**config.mk**
```make
export PLATFORM = sky130hd
export DESIGN_NAME = gspwm_timer
export DESIGN_NICKNAME = d
export VERILOG_FILES = /design/src/rtl/gspwm_pkg.sv /design/src/rtl/gspwm_latch.sv /design/src/rtl/gspwm_counter.sv /design/src/rtl/gspwm_cmp.sv /design/src/rtl/gspwm_timer.sv
export SDC_FILE = /design/constraint.sdc
export NUM_CORES = 1
export LEC_CHECK = 0
export ABC_AREA = 1
export BUFFER_PORTS_ARGS = -buffer_cell sky130_fd_sc_hd__buf_2
export CAP_MARGIN = 15
export CORE_MARGIN = 2
export CORE_UTILIZATION = 35
export DETAILED_ROUTE_END_ITERATION = 10
export RECOVER_POWER = 100
export SLEW_MARGIN = 15
export SYNTH_ARGS = -nofsm -noshare
export SYNTH_HDL_FRONTEND = slang
export SYNTH_SLANG_ARGS = --single-unit
```
**constraint.sdc**
```tcl
create_clock -name gsclk -period 3.3 [get_ports gsclk]
set_input_delay 0.165 -clock gsclk [delete_from_list [all_inputs] [get_ports gsclk]]
set_output_delay 0.165 -clock gsclk [all_outputs]
set_load 0.05 [all_outputs]
```
**src/rtl/gspwm_pkg.sv**
```systemverilog
package gspwm_pkg;
   localparam int FC_W = 5;

   // bit 0 at the bottom: repeat, restart, defer, scatter, threshold
   typedef struct packed {
      logic thr_hi;
      logic scatter;
      logic defer_upd;
      logic restart;
      logic rep_en;
   } mode_t;
endpackage

```
**src/rtl/gspwm_latch.sv**
```systemverilog
module gspwm_latch
   import gspwm_pkg::*;
#(
   parameter int NCH = 4,
   parameter int CW  = 16,
   parameter int DCW = 7
) (
   input  logic               clk,
   input  logic               rst_n,
   input  logic               lat,
   input  logic               lat_gs,
   input  logic [NCH*CW-1:0]  sr_gs,
   input  logic [NCH*DCW-1:0] sr_dc,
   input  logic [FC_W-1:0]    sr_fc,
   output mode_t              mode,
   output logic               gs_wr,
   output logic [NCH*CW-1:0]  gs_q,
   output logic [NCH*DCW-1:0] dc_q
);
   localparam logic [CW-1:0] PMAX = {CW{1'b1}};

   logic          lat_d;
   logic          rise;
   logic          mode_wr;
   logic          pend;
   logic [CW-1:0] pcnt;
   logic          copy_now;

   assign rise     = lat & ~lat_d;
   assign gs_wr    = rise & lat_gs;
   assign mode_wr  = rise & ~lat_gs;
   assign copy_now = (gs_wr & ~mode.defer_upd) | (~gs_wr & pend & (pcnt == PMAX));

   always_ff @(posedge clk or negedge rst_n) begin
      if (!rst_n) begin
         lat_d <= 1'b0;
         mode  <= '0;
      end else begin
         lat_d <= lat;
         if (mode_wr) mode <= mode_t'(sr_fc);
      end
   end

   always_ff @(posedge clk or negedge rst_n) begin
      if (!rst_n) begin
         pend <= 1'b0;
         pcnt <= '0;
      end else if (gs_wr) begin
         pend <= mode.defer_upd;
         pcnt <= '0;
      end else if (pend) begin
         if (pcnt == PMAX) pend <= 1'b0;
         else              pcnt <= pcnt + 1'b1;
      end
   end

   always_ff @(posedge clk or negedge rst_n) begin
      if (!rst_n) begin
         gs_q <= '0;
         dc_q <= '0;
      end else if (copy_now) begin
         gs_q <= sr_gs;
         dc_q <= sr_dc;
      end
   end

   p_mode_hold_r1: assert property (@(posedge clk) disable iff (!rst_n)
      gs_wr |=> $stable(mode));
   p_immediate_r8: assert property (@(posedge clk) disable iff (!rst_n)
      gs_wr && !mode.defer_upd |=> dc_q == $past(sr_dc));
   p_deferred_hold_r9: assert property (@(posedge clk) disable iff (!rst_n)
      pend && !gs_wr && pcnt != PMAX |=> $stable(dc_q) && $stable(gs_q));
endmodule

```
**src/rtl/gspwm_counter.sv**
```systemverilog
module gspwm_counter #(
   parameter int CW = 16
) (
   input  logic          clk,
   input  logic          rst_n,
   input  logic          gs_wr,
   input  logic          restart,
   input  logic          rep_en,
   output logic [CW-1:0] cnt,
   output logic          active
);
   localparam logic [CW-1:0] CMAX = {CW{1'b1}};

   logic run;
   logic blank;

   always_ff @(posedge clk or negedge rst_n) begin
      if (!rst_n) begin
         cnt   <= '0;
         run   <= 1'b1;
         blank <= 1'b0;
      end else if (gs_wr && restart) begin
         cnt   <= '0;
         run   <= 1'b1;
         blank <= 1'b1;
      end else if (blank) begin
         blank <= 1'b0;
      end else if (run) begin
         if (cnt == CMAX) begin
            cnt <= '0;
            run <= rep_en;
         end else begin
            cnt <= cnt + 1'b1;
         end
      end
   end

   assign active = run & ~blank;

   p_blank_r6: assert property (@(posedge clk) disable iff (!rst_n)
      gs_wr && restart |=> cnt == '0 && !active);
   p_resume_r6: assert property (@(posedge clk) disable iff (!rst_n)
      gs_wr && restart |=> ##1 (active && cnt == '0));
   p_undisturbed_r7: assert property (@(posedge clk) disable iff (!rst_n)
      gs_wr && !restart && active && cnt != CMAX |=> cnt == CW'($past(cnt) + 1'b1));
   p_oneshot_stop_r4: assert property (@(posedge clk) disable iff (!rst_n)
      active && cnt == CMAX && !rep_en && !(gs_wr && restart) |=> !active);
   p_wrap_r5: assert property (@(posedge clk) disable iff (!rst_n)
      active && cnt == CMAX && rep_en && !(gs_wr && restart) |=> active && cnt == '0);
endmodule

```
**src/rtl/gspwm_cmp.sv**
```systemverilog
module gspwm_cmp #(
   parameter int NCH      = 4,
   parameter int CW       = 16,
   parameter int SEG_BITS = 7
) (
   input  logic              clk,
   input  logic              rst_n,
   input  logic [CW-1:0]     cnt,
   input  logic              active,
   input  logic              scatter,
   input  logic [NCH*CW-1:0] gs_q,
   output logic [NCH-1:0]    pwm
);
   localparam int LW = CW - SEG_BITS;

   logic [SEG_BITS-1:0] seg;
   logic [LW-1:0]       pos;

   assign seg = cnt[CW-1 -: SEG_BITS];
   assign pos = cnt[LW-1:0];

   for (genvar i = 0; i < NCH; i++) begin : g_ch
      logic [CW-1:0]       code;
      logic [LW-1:0]       coarse;
      logic [SEG_BITS-1:0] fine;
      logic                extra;
      logic [LW:0]         limit;
      logic                on_plain;
      logic                on_scat;

      assign code     = gs_q[i*CW +: CW];
      assign coarse   = code[CW-1 -: LW];
      assign fine     = code[SEG_BITS-1:0];
      assign extra    = seg < fine;
      assign limit    = {1'b0, coarse} + {{LW{1'b0}}, extra};
      assign on_plain = cnt < code;
      assign on_scat  = {1'b0, pos} < limit;
      assign pwm[i]   = active & (scatter ? on_scat : on_plain);

      p_zero_off_r2: assert property (@(posedge clk) disable iff (!rst_n)
         code == '0 |-> !pwm[i]);
      p_full_scatter_r3: assert property (@(posedge clk) disable iff (!rst_n)
         active && scatter && coarse != '0 && pos == '0 |-> pwm[i]);
   end
endmodule

```
**src/rtl/gspwm_timer.sv**
```systemverilog
module gspwm_timer
   import gspwm_pkg::*;
#(
   parameter int NCH      = 4,
   parameter int CW       = 16,
   parameter int SEG_BITS = 7,
   parameter int DCW      = 7
) (
   input  logic               gsclk,
   input  logic               rst_n,
   input  logic               lat,
   input  logic               lat_gs,
   input  logic [NCH*CW-1:0]  sr_gs,
   input  logic [NCH*DCW-1:0] sr_dc,
   input  logic [4:0]         sr_fc,
   output logic [NCH-1:0]     pwm_on,
   output logic [NCH*DCW-1:0] dc_lat,
   output logic               lsd_hi
);
   initial begin : g_param_chk
      assert (CW > SEG_BITS) else $error("CW must exceed SEG_BITS");
      assert (NCH > 0)       else $error("NCH must be positive");
      assert (DCW > 0)       else $error("DCW must be positive");
   end

   mode_t             mode;
   logic              gs_wr;
   logic [NCH*CW-1:0] gs_q;
   logic [CW-1:0]     cnt;
   logic              active;

   gspwm_latch #(.NCH(NCH), .CW(CW), .DCW(DCW)) u_latch (
      .clk    (gsclk),
      .rst_n  (rst_n),
      .lat    (lat),
      .lat_gs (lat_gs),
      .sr_gs  (sr_gs),
      .sr_dc  (sr_dc),
      .sr_fc  (sr_fc),
      .mode   (mode),
      .gs_wr  (gs_wr),
      .gs_q   (gs_q),
      .dc_q   (dc_lat)
   );

   gspwm_counter #(.CW(CW)) u_cnt (
      .clk     (gsclk),
      .rst_n   (rst_n),
      .gs_wr   (gs_wr),
      .restart (mode.restart),
      .rep_en  (mode.rep_en),
      .cnt     (cnt),
      .active  (active)
   );

   gspwm_cmp #(.NCH(NCH), .CW(CW), .SEG_BITS(SEG_BITS)) u_cmp (
      .clk     (gsclk),
      .rst_n   (rst_n),
      .cnt     (cnt),
      .active  (active),
      .scatter (mode.scatter),
      .gs_q    (gs_q),
      .pwm     (pwm_on)
   );

   assign lsd_hi = mode.thr_hi;

   p_thr_follow_r1: assert property (@(posedge gsclk) disable iff (!rst_n)
      $rose(lat) && !lat_gs |=> lsd_hi == $past(sr_fc[4]));
endmodule

```
Word level (Yosys, flattened, before mapping)
Index checks and enable logic that the tools add are counted.
Storage, ports and cells
  output and inout port bits: 33
  input port bits: 101
  register bits after elaboration: 133
  word-level logic and storage cells: 76
Operators by class
  order comparisons: 12
  multiplexer cells: 19
  reduce and logical (&&, ||, !) cells: 5
  add/sub/neg operators: 6
  eq/ne operators: 4
  bitwise operators: 17
Operators by type and width (number)
  16-bit two-way mux: 7
  16-bit < comparator: 4
  9-bit by 1-bit adder with 10-bit output: 4
  9-bit by 10-bit < comparator with 1-bit output: 4
  16-bit by 1-bit adder with 16-bit output, second input constant: 2
  16-bit == test, second input constant: 2
  7-bit < comparator: 4
  1-bit two-way mux: 12
  1-bit AND: 11
  1-bit inverter: 5
  2-bit AND reduction: 2
  2-bit nonzero test: 2
  2-bit by 1-bit != test with 1-bit output, second input constant: 1
  2-bit != test, second input constant: 1
  1-bit logical AND: 1
  1-bit bitwise OR: 1

Longest topological paths before layout
Gate-level depths: netlist (run 1).
  word-level depth: 7
  mapped depth: 20
  gate-level depth less buffers: 20

Hierarchy
A second synthesis (run 1) with hierarchy kept.
Second synthesis, totals
  cells, all modules: 1267
  area total of the unflattened synthesis: 9724.3 sq um
By module, submodules not included
  gspwm_latch: times used 1, sequential area each 2877.8 sq um, area each 4988.5 sq um, cells an instance 561
  gspwm_cmp: times used 1, sequential area each 0.0 sq um, area each 3639.7 sq um, cells an instance 555
  gspwm_counter: times used 1, sequential area each 451.7 sq um, area each 1096.1 sq um, cells an instance 151

Least setup slack after synthesis (run 1)
OpenSTA, ideal clock, no wires.
  path type: register to output
  from: register u_cnt.cnt[13]
  to: output pwm_on[2]
  setup slack: -0.090 ns
  stages on the path, launching flop included: 18
  data required time: 3.135 ns
  data arrival time: 3.225 ns
  path buffers: 0
  path through: dfrtp_1 -> ha_1 -> a21oi_1 -> o21ai_0 -> a21oi_1 -> ha_1 -> ha_1 -> nand2_1 -> nor2_1 -> nand2_1 -> nor3_1 -> xor2_1 -> ha_1 -> nand3b_1 -> nand2_1 -> nor2_1 -> a21oi_1 -> nor2_1
On the way
  cells in the longest elaborated chain, start to end: 5
  elaborated cells on any way between the ends: 6
  classes of those cells: 1 x add/sub; 3 x order compare; 1 x mux; 1 x bitwise
Ends and longest elaborated chain
  start: declaration: line gspwm_counter.sv:9  | output logic [CW-1:0] cnt,
  start signal: assignment: line gspwm_counter.sv:33  | cnt <= cnt + 1'b1;
  7-bit < comparator: line gspwm_cmp.sv:34  | assign extra = seg < fine;
  9-bit by 1-bit adder with 10-bit output: line gspwm_cmp.sv:35  | assign limit = {1'b0, coarse} + {{LW{1'b0}}, extra};
  9-bit by 10-bit < comparator with 1-bit output: line gspwm_cmp.sv:37  | assign on_scat = {1'b0, pos} < limit;
  1-bit two-way mux (*): line gspwm_cmp.sv:38  | assign pwm[i] = active & (scatter ? on_scat : on_plain);
  1-bit AND (*): line gspwm_cmp.sv:38
  end: declaration: line gspwm_timer.sv:16  | output logic [NCH-1:0] pwm_on,
Mark *: on every way between the ends. The rest lies on a longest branch, timed or not.

Final worst setup path (run 1)
  from: register u_cnt.cnt[15]
  to: output pwm_on[1]
The elaborated chain is that of the path after synthesis.

==> results of run 1 <==
## cells by family after synthesis
logic type      after synthesis  synth area share [%]
flops                       133                  36.5
compound gates              217                  12.7
buf+inv                     192                  9.18
simple gates                452                  20.9
mux                           4                 0.494
xor+xnor                     30                  2.88
fa+ha+maj                   126                  17.3
## routing by layer
layer,share of wire (%),vias up
li1,-,4320
met1,46,3939
met2,49,156
met3,3.4,27
met4,1.3,0
met5,0,-
## metrics by stage
stage | setup WS (ns) | cells | setup TNS (ns)
finish | -0.341 | 1781 | -1.29
global route | -0.548 | 1781 | -2.92
CTS | -0.305 | 1774 | -1.16
detailed placement | -0.121 | 1638 | -0.317
global placement | -0.0558 | 1638 | -0.111
floorplan | 0.125 | 1154 | 0
## placed cells by master (no fill, tap or decap), types with 5 or more instances in the layout
| cell type | Yosys | routed |
|---|---|---|
| a21oi_1 | 74 | 63 |
| a21oi_2 | 0 | 11 |
| buf_2 | 3 | 98 |
| buf_4 | 7 | 36 |
| buf_6 | 10 | 9 |
| clkbuf_1 | 2 | 32 |
| clkbuf_16 | 0 | 17 |
| clkbuf_2 | 0 | 5 |
| dfrtp_1 | 132 | 128 |
| dlygate4sd3_1 | 0 | 99 |
| ha_1 | 126 | 106 |
| ha_4 | 0 | 16 |
| inv_1 | 165 | 165 |
| inv_6 | 0 | 5 |
| nand2_1 | 284 | 281 |
| nand2_2 | 12 | 14 |
| nand3_1 | 29 | 25 |
| nand3_2 | 1 | 5 |
| nand3b_1 | 8 | 8 |
| nand4_1 | 9 | 9 |
| nor2_1 | 76 | 67 |
| nor2_2 | 1 | 11 |
| nor3_1 | 22 | 19 |
| o21ai_0 | 66 | 108 |
| o21ai_1 | 52 | 13 |
| o21ai_2 | 13 | 10 |
| xor2_1 | 26 | 26 |
## cell type report
class                           instances  share of cell area [%]
Clock buffer                           17                    3.44
Clock inverter                         15                    1.48
Tap cell                              335                    3.39
Inverter                              169                    5.14
Multi-Input combinational cell        829                    42.9
Sequential cell                       133                    27.0
Timing Repair Buffer                  283                    16.6
## registers in the layout (all words and copies together) (netlist names)
register and count:
u_cnt.cnt 16, u_latch.lat_d 1, u_cnt.blank 1, u_latch.mode 5, u_cnt.run 1, u_latch.gs_q 64
u_latch.dc_q 28, u_latch.pcnt 16, u_latch.pend 1
## worst max-delay path, delay by kind of cell, from the launching register on
family | cells | cell delay (ns)
AO/OA/AOI/OAI | 4 | 0.40
buffers and inverters | 3 | 0.42
flip-flops | 1 | 0.45
adder cells (fa/ha/maj) | 4 | 0.86
XOR/XNOR | 1 | 0.18
AND/OR/NAND/NOR | 8 | 0.75
## power by group
| group | internal (uW) | switching, uW | leakage, uW |
|---|---|---|---|
| Clock | 1150 | 838 | 0.000297 |
| Sequential | 1990 | 395 | 0.00161 |
| Combinational | 1160 | 1860 | 0.00430 |
## timing repair
item	in CTS	in global routing
setup buffers	5	7
pin swaps	37	35
gates resized for setup	69	21
hold buffers	99	0
gates cloned	0	0
endpoints found under the hold margin	178	0
setup endpoints to repair	4	4
## path summary, 6_finish.rpt
check	depth (start not counted)	start	to
setup / recovery	20	u_cnt.cnt[15]$_DFFE_PN0P_	pwm_on[1]
setup reg to reg	7	u_latch.lat_d$_DFF_PN0_	u_latch.gs_q[13]$_DFFE_PN0P_
max in group asynchronous	3	rst_n	u_latch.gs_q[41]$_DFFE_PN0P_
hold reg to reg	2	u_cnt.run$_DFFE_PN1P_	u_cnt.run$_DFFE_PN1P_
min in group asynchronous	2	rst_n	u_cnt.cnt[3]$_DFFE_PN0P_
hold / removal	5	lat_gs	u_latch.pend$_DFF_PN0_
==> impl_metrics.ini, run 1 <==
[synth]
yosysTopAreaCellShare_pct = 36.2
syn_inst = 1154
synth.area.top_cells = dfrtp_1, ha_1, nand2_1
synth_common_cells = nand2_1, inv_1, dfrtp_1
synthMostInstantiatedCell = nand2_1
postSynthAreaPerCell_um2 = 7.90
synth.distinct_cells = 37
ys_seq_area_share_pct = 36.5
synthesis.area_mm2 = 0.00911
synth-edff-count = 0
yosysWarnings = 0
synth_flop_cell = dfrtp_1
yosysTopAreaCell = dfrtp_1
synthArstFlopShare_pct = 100
synthesis.nets = 1381
ys_ff_latch = 133

[cts]
cts-root-buf = clkbuf_16
cts_sinks = 133
clk_pin_slew_ns = 0.06
h-tree-depth = 4
cts_buffer_depth = 2
cts_tree = built
cts_buffers = 17
clock_latency_ns = 0.43

[drt]
drt_iter0_drc = 409
drcViolationCount = 0
wl_per_cell_um = 14.2
routed_wl_mm = 25.3
ant_nets = 0
dr.pass1.iters = 5
vias = 8442
via_per_inst = 4.74

[final_layout]
nFillCells = 2535
fin_nets = 1660
post-route-util_pct = 47.8
layout-drive-gt1-share_pct = 19.2
diodes = 0
area_growth_pct = 35.5
multi_input_area_mm2 = 0.00530
final_area_mm2 = 0.0124
ff_latch_area_mm2 = 0.00333

[power]
power_density_mw_per_mm2 = 599
p_leak_uw = 0.00620
finalPower_uw = 7390
max-vdd-ir-drop_v = 0.000368

[die]
ios = 134
rows = 59
die-area_mm2 = 0.0273
die_h_um = 165
die_x_um = 165
core_mm2 = 0.0258
initial_core_util_pct = 35.3

[critical_path]
cpPeakStageDelay_ns = 0.45
start_kind = register
rrSetupSlack_ns = 0.22
cp-end-kind = output pin
crit_path_cell_trace = buf_4 > buf_6 > ha_4 > a21oi_1 > o21ai_1 > a21oi_2 > ha_2 > ha_4 > nand2_2 > nor2_2 > nand2_2 > nor3_2 > xor2_1 > ha_1 > nand3b_1 > nand2_1 > nor2_2 > a21oi_2 > nor2_2 > buf_6
required_ns = 3.13
path_max_fanout = 4
critPathSlowestCell = dfrtp_2
cp.arrival_ns = 3.48
critical_path_class = reg2out
cp_common_cell = nor2_2

[sta]
setup_viol = 4
slew-limit-headroom_pct = -46.4
fin_crit_sh_pct = 110
fmax_mhz = 275
setup_ws_ns = -0.341
holdWs_ns = 0.153
period_minus_slack_ns = 3.64
report.final.slew_viol_count = 84
hold_viol_final = 0
rsz0062_at_grt = true
clock_skew_ns = 0.0130
worstMarginPinSlew_ns = 2.20

[run_status]
status = finished, violations left
violations = max-capacitance violations, max-slew violations, negative setup slack

[place]
gp_congestion = 0.835
io_buffer_count = 133
placed_area_mm2 = 0.0103
hpwl_mm = 17.5

[global_routing]
grt_overflow = 0
track_usage_pct = 19.3
grtUsageMet3_pct = 3.55
antenna_found_initial = 0
grt_max_degree = 84
use_met2_pct = 34.3
grt_pass1_vias = 8308
top_usage_layer = met2
gr-usage-met1_pct = 24.3
grt_pass1_wl_mm = 41.2

[worst_hold_path]
hp-class = in2reg

[job]
maxCapViolCount = 1
Power figures use the tool's default switching activity.
==> run 2, diff against run 1 <==
==> constraint.sdc (replaced) <==
create_clock -name gsclk -period 3.05 [get_ports gsclk]
set_input_delay 0.1525 -clock gsclk [delete_from_list [all_inputs] [get_ports gsclk]]
set_output_delay 0.1525 -clock gsclk [all_outputs]
set_load 0.05 [all_outputs]
==> run 2 against run 1 <==
  * The run ends with negative setup slack left
  * Sequential share of layout area shrank 0.46 points
  * Setup slack lost 0.21 ns
  * Via count grew 1.9%
  * Critical endpoint is now pwm_on[2]
  * Largest power group unchanged
  * Highest routed layer unchanged
==> impl_metrics.ini, run 2 (synthesis gave the netlist of run 1 again) <==
[final_layout]
largest_register_ffs = 64
largest_register = u_latch.gs_q
reg_top3 = u_latch.gs_q: 64 flops, u_latch.dc_q: 28 flops
layout-drive-gt1-share_pct = 21.5
layout_common_cells = nand2_1, inv_1, dfrtp_1
area_growth_pct = 37.9
final_common_cell = nand2_1
fin_nets = 1681
diodes = 0
final_area_mm2 = 0.0126

[die]
initial_core_util_pct = 35.3
die_h_um = 165
die-area_mm2 = 0.0273
ios = 134
die_x_um = 165
rows = 59
core_mm2 = 0.0258

[run_status]
violations = negative setup slack
status = finished, violations left

[place]
dp_slack_ns = -0.338
hpwl_mm = 18.3
gp_congestion = 0.880
io_buffer_count = 133
placed_area_mm2 = 0.0106

[sta]
hold_viol_final = 0
setup_ws_ns = -0.551
report.final.slew_viol_count = 0
clock_skew_ns = 0.0143
rsz0062_at_grt = true
fin_crit_sh_pct = 118
slew-limit-headroom_pct = 7.14
period_minus_slack_ns = 3.60
worstMarginPinSlew_ns = 1.39
holdWs_ns = 0.00443
tns_ns = -2.02
fmax_mhz = 278
setup_viol = 4

[cts]
cts-root-buf = clkbuf_16
clk_pin_slew_ns = 0.06
cts_sinks = 133
cts_buffer_depth = 2
h-tree-depth = 4
clock_latency_ns = 0.44
cts_tree = built
cts_buffers = 17

[critical_path]
crit_path_cell_trace = ha_4 > a21oi_1 > o21ai_1 > a21oi_2 > ha_2 > ha_4 > nand2_4 > nor2_4 > nand2_2 > buf_6 > xor2_1 > ha_1 > nand2_1 > inv_1 > nand3_2 > inv_2 > nand3b_1 > a21oi_2 > nor2_4 > buf_8
critical_path_class = reg2out
critPathSlowestCell = dfrtp_2
cp.arrival_ns = 3.45
start_kind = register
path_max_fanout = 6
required_ns = 2.90
cp-end-kind = output pin
cpPeakStageDelay_ns = 0.51

[worst_hold_path]
hp-class = in2reg

[power]
p_leak_uw = 0.00628
power.share.sequential_pct = 30.6
clkPwrFrac_pct = 25.6
intPower_uw = 4740
finalPower_uw = 8120
combPwrFrac_pct = 43.8
power_density_mw_per_mm2 = 646
max-vdd-ir-drop_v = 0.000419
swShare_pct = 41.6
net-switching-power_uw = 3380

[global_routing]
grt_overflow = 0
grt_max_degree = 79
grt_pass1_vias = 8554
track_usage_pct = 19.7
antenna_found_initial = 0
grt_pass1_wl_mm = 42.1

[drt]
drcViolationCount = 0
dr.pass1.iters = 5
vias = 8599
via_per_inst = 4.77
wl_per_cell_um = 14.4
ant_nets = 0
drt_iter0_drc = 391
routed_wl_mm = 26.0

[job]
maxCapViolCount = 0
==> run 2: cell count changes in the layout (fill, tap and decap cells not counted), moves of 4 or more <==
cell | before | now
a21oi_1 | 63 | 59
a21oi_2 | 11 | 15
buf_4 | 36 | 58
clkbuf_1 | 32 | 37
ha_1 | 106 | 101
ha_4 | 16 | 20
inv_1 | 165 | 159
inv_2 | 3 | 9
inv_8 | 4 | 0
nor2_1 | 67 | 63
nor2_4 | 1 | 6
o21ai_0 | 108 | 92
o21ai_1 | 13 | 27
==> run 2: cell type report <==
class | count | area (um^2)
Multi-Input combinational cell | 829 | 5400
Fill cell | 2496 | 13300
Inverter | 169 | 634
Timing Repair Buffer | 304 | 2200
Tap cell | 335 | 419
Clock buffer | 19 | 433
Sequential cell | 133 | 3330
Clock inverter | 13 | 146
==> run 2: final timing paths <==
check	endpoint	slack, ns	start	cells after the start
setup / recovery	pwm_on[2]	-0.55	u_cnt.cnt[13]$_DFFE_PN0P_	20
hold / removal	u_latch.gs_q[37]$_DFFE_PN0P_	0.004	sr_gs[37]	3
max in group asynchronous	u_latch.gs_q[48]$_DFFE_PN0P_	0.52	rst_n	3
hold reg to reg	u_cnt.run$_DFFE_PN1P_	0.47	u_cnt.run$_DFFE_PN1P_	2
min in group asynchronous	u_latch.gs_q[2]$_DFFE_PN0P_	0.58	rst_n	2
setup reg to reg	u_latch.gs_q[8]$_DFFE_PN0P_	0.17	u_latch.lat_d$_DFF_PN0_	8
==> run 2: worst max-delay path: cells and delay by family, from the launching register on <==
kind	cells	cell delay [ns]
adder cells (fa/ha/maj)	4	0.90
AND/OR/NAND/NOR	7	0.54
AO/OA/AOI/OAI	4	0.53
flip-flops	1	0.51
XOR/XNOR	1	0.13
buffers and inverters	4	0.38
==> run 2: power by group through the flow <==
stage / logic (uW) / clock network, uW / registers (uW)
detailed placement: 3260 / 0 / 2490
floorplan: 1850 / 0 / 2790
global route: 4050 / 2210 / 2540
global placement: 3170 / 0 / 2490
CTS: 3550 / 2120 / 2480
finish: 3560 / 2080 / 2490
==> run 2: per-layer routing <==
layer	up-vias	global-route usage [%]	share of wire (%)
met5	-	0	0
met4	0	5.02	1.9
met3	34	4.45	4.9
met2	201	35.0	49
met1	4006	24.1	44
li1	4358	-	-
==> run 2: metrics by stage <==
stage / instances / utilization (%)
floorplan: 1154 / -
global placement: 1663 / 40.9
detailed placement: 1663 / 40.9
CTS: 1799 / 48.7
global route: 1802 / 48.6
finish: 1802 / 48.6
==> run 2: repair_timing <==
item	in CTS	in global routing
pin swaps	52	25
endpoints found under the setup margin	4	4
resized for setup	79	35
hold buffers	98	0
endpoints found under the hold margin	144	0
buffers inserted	6	3
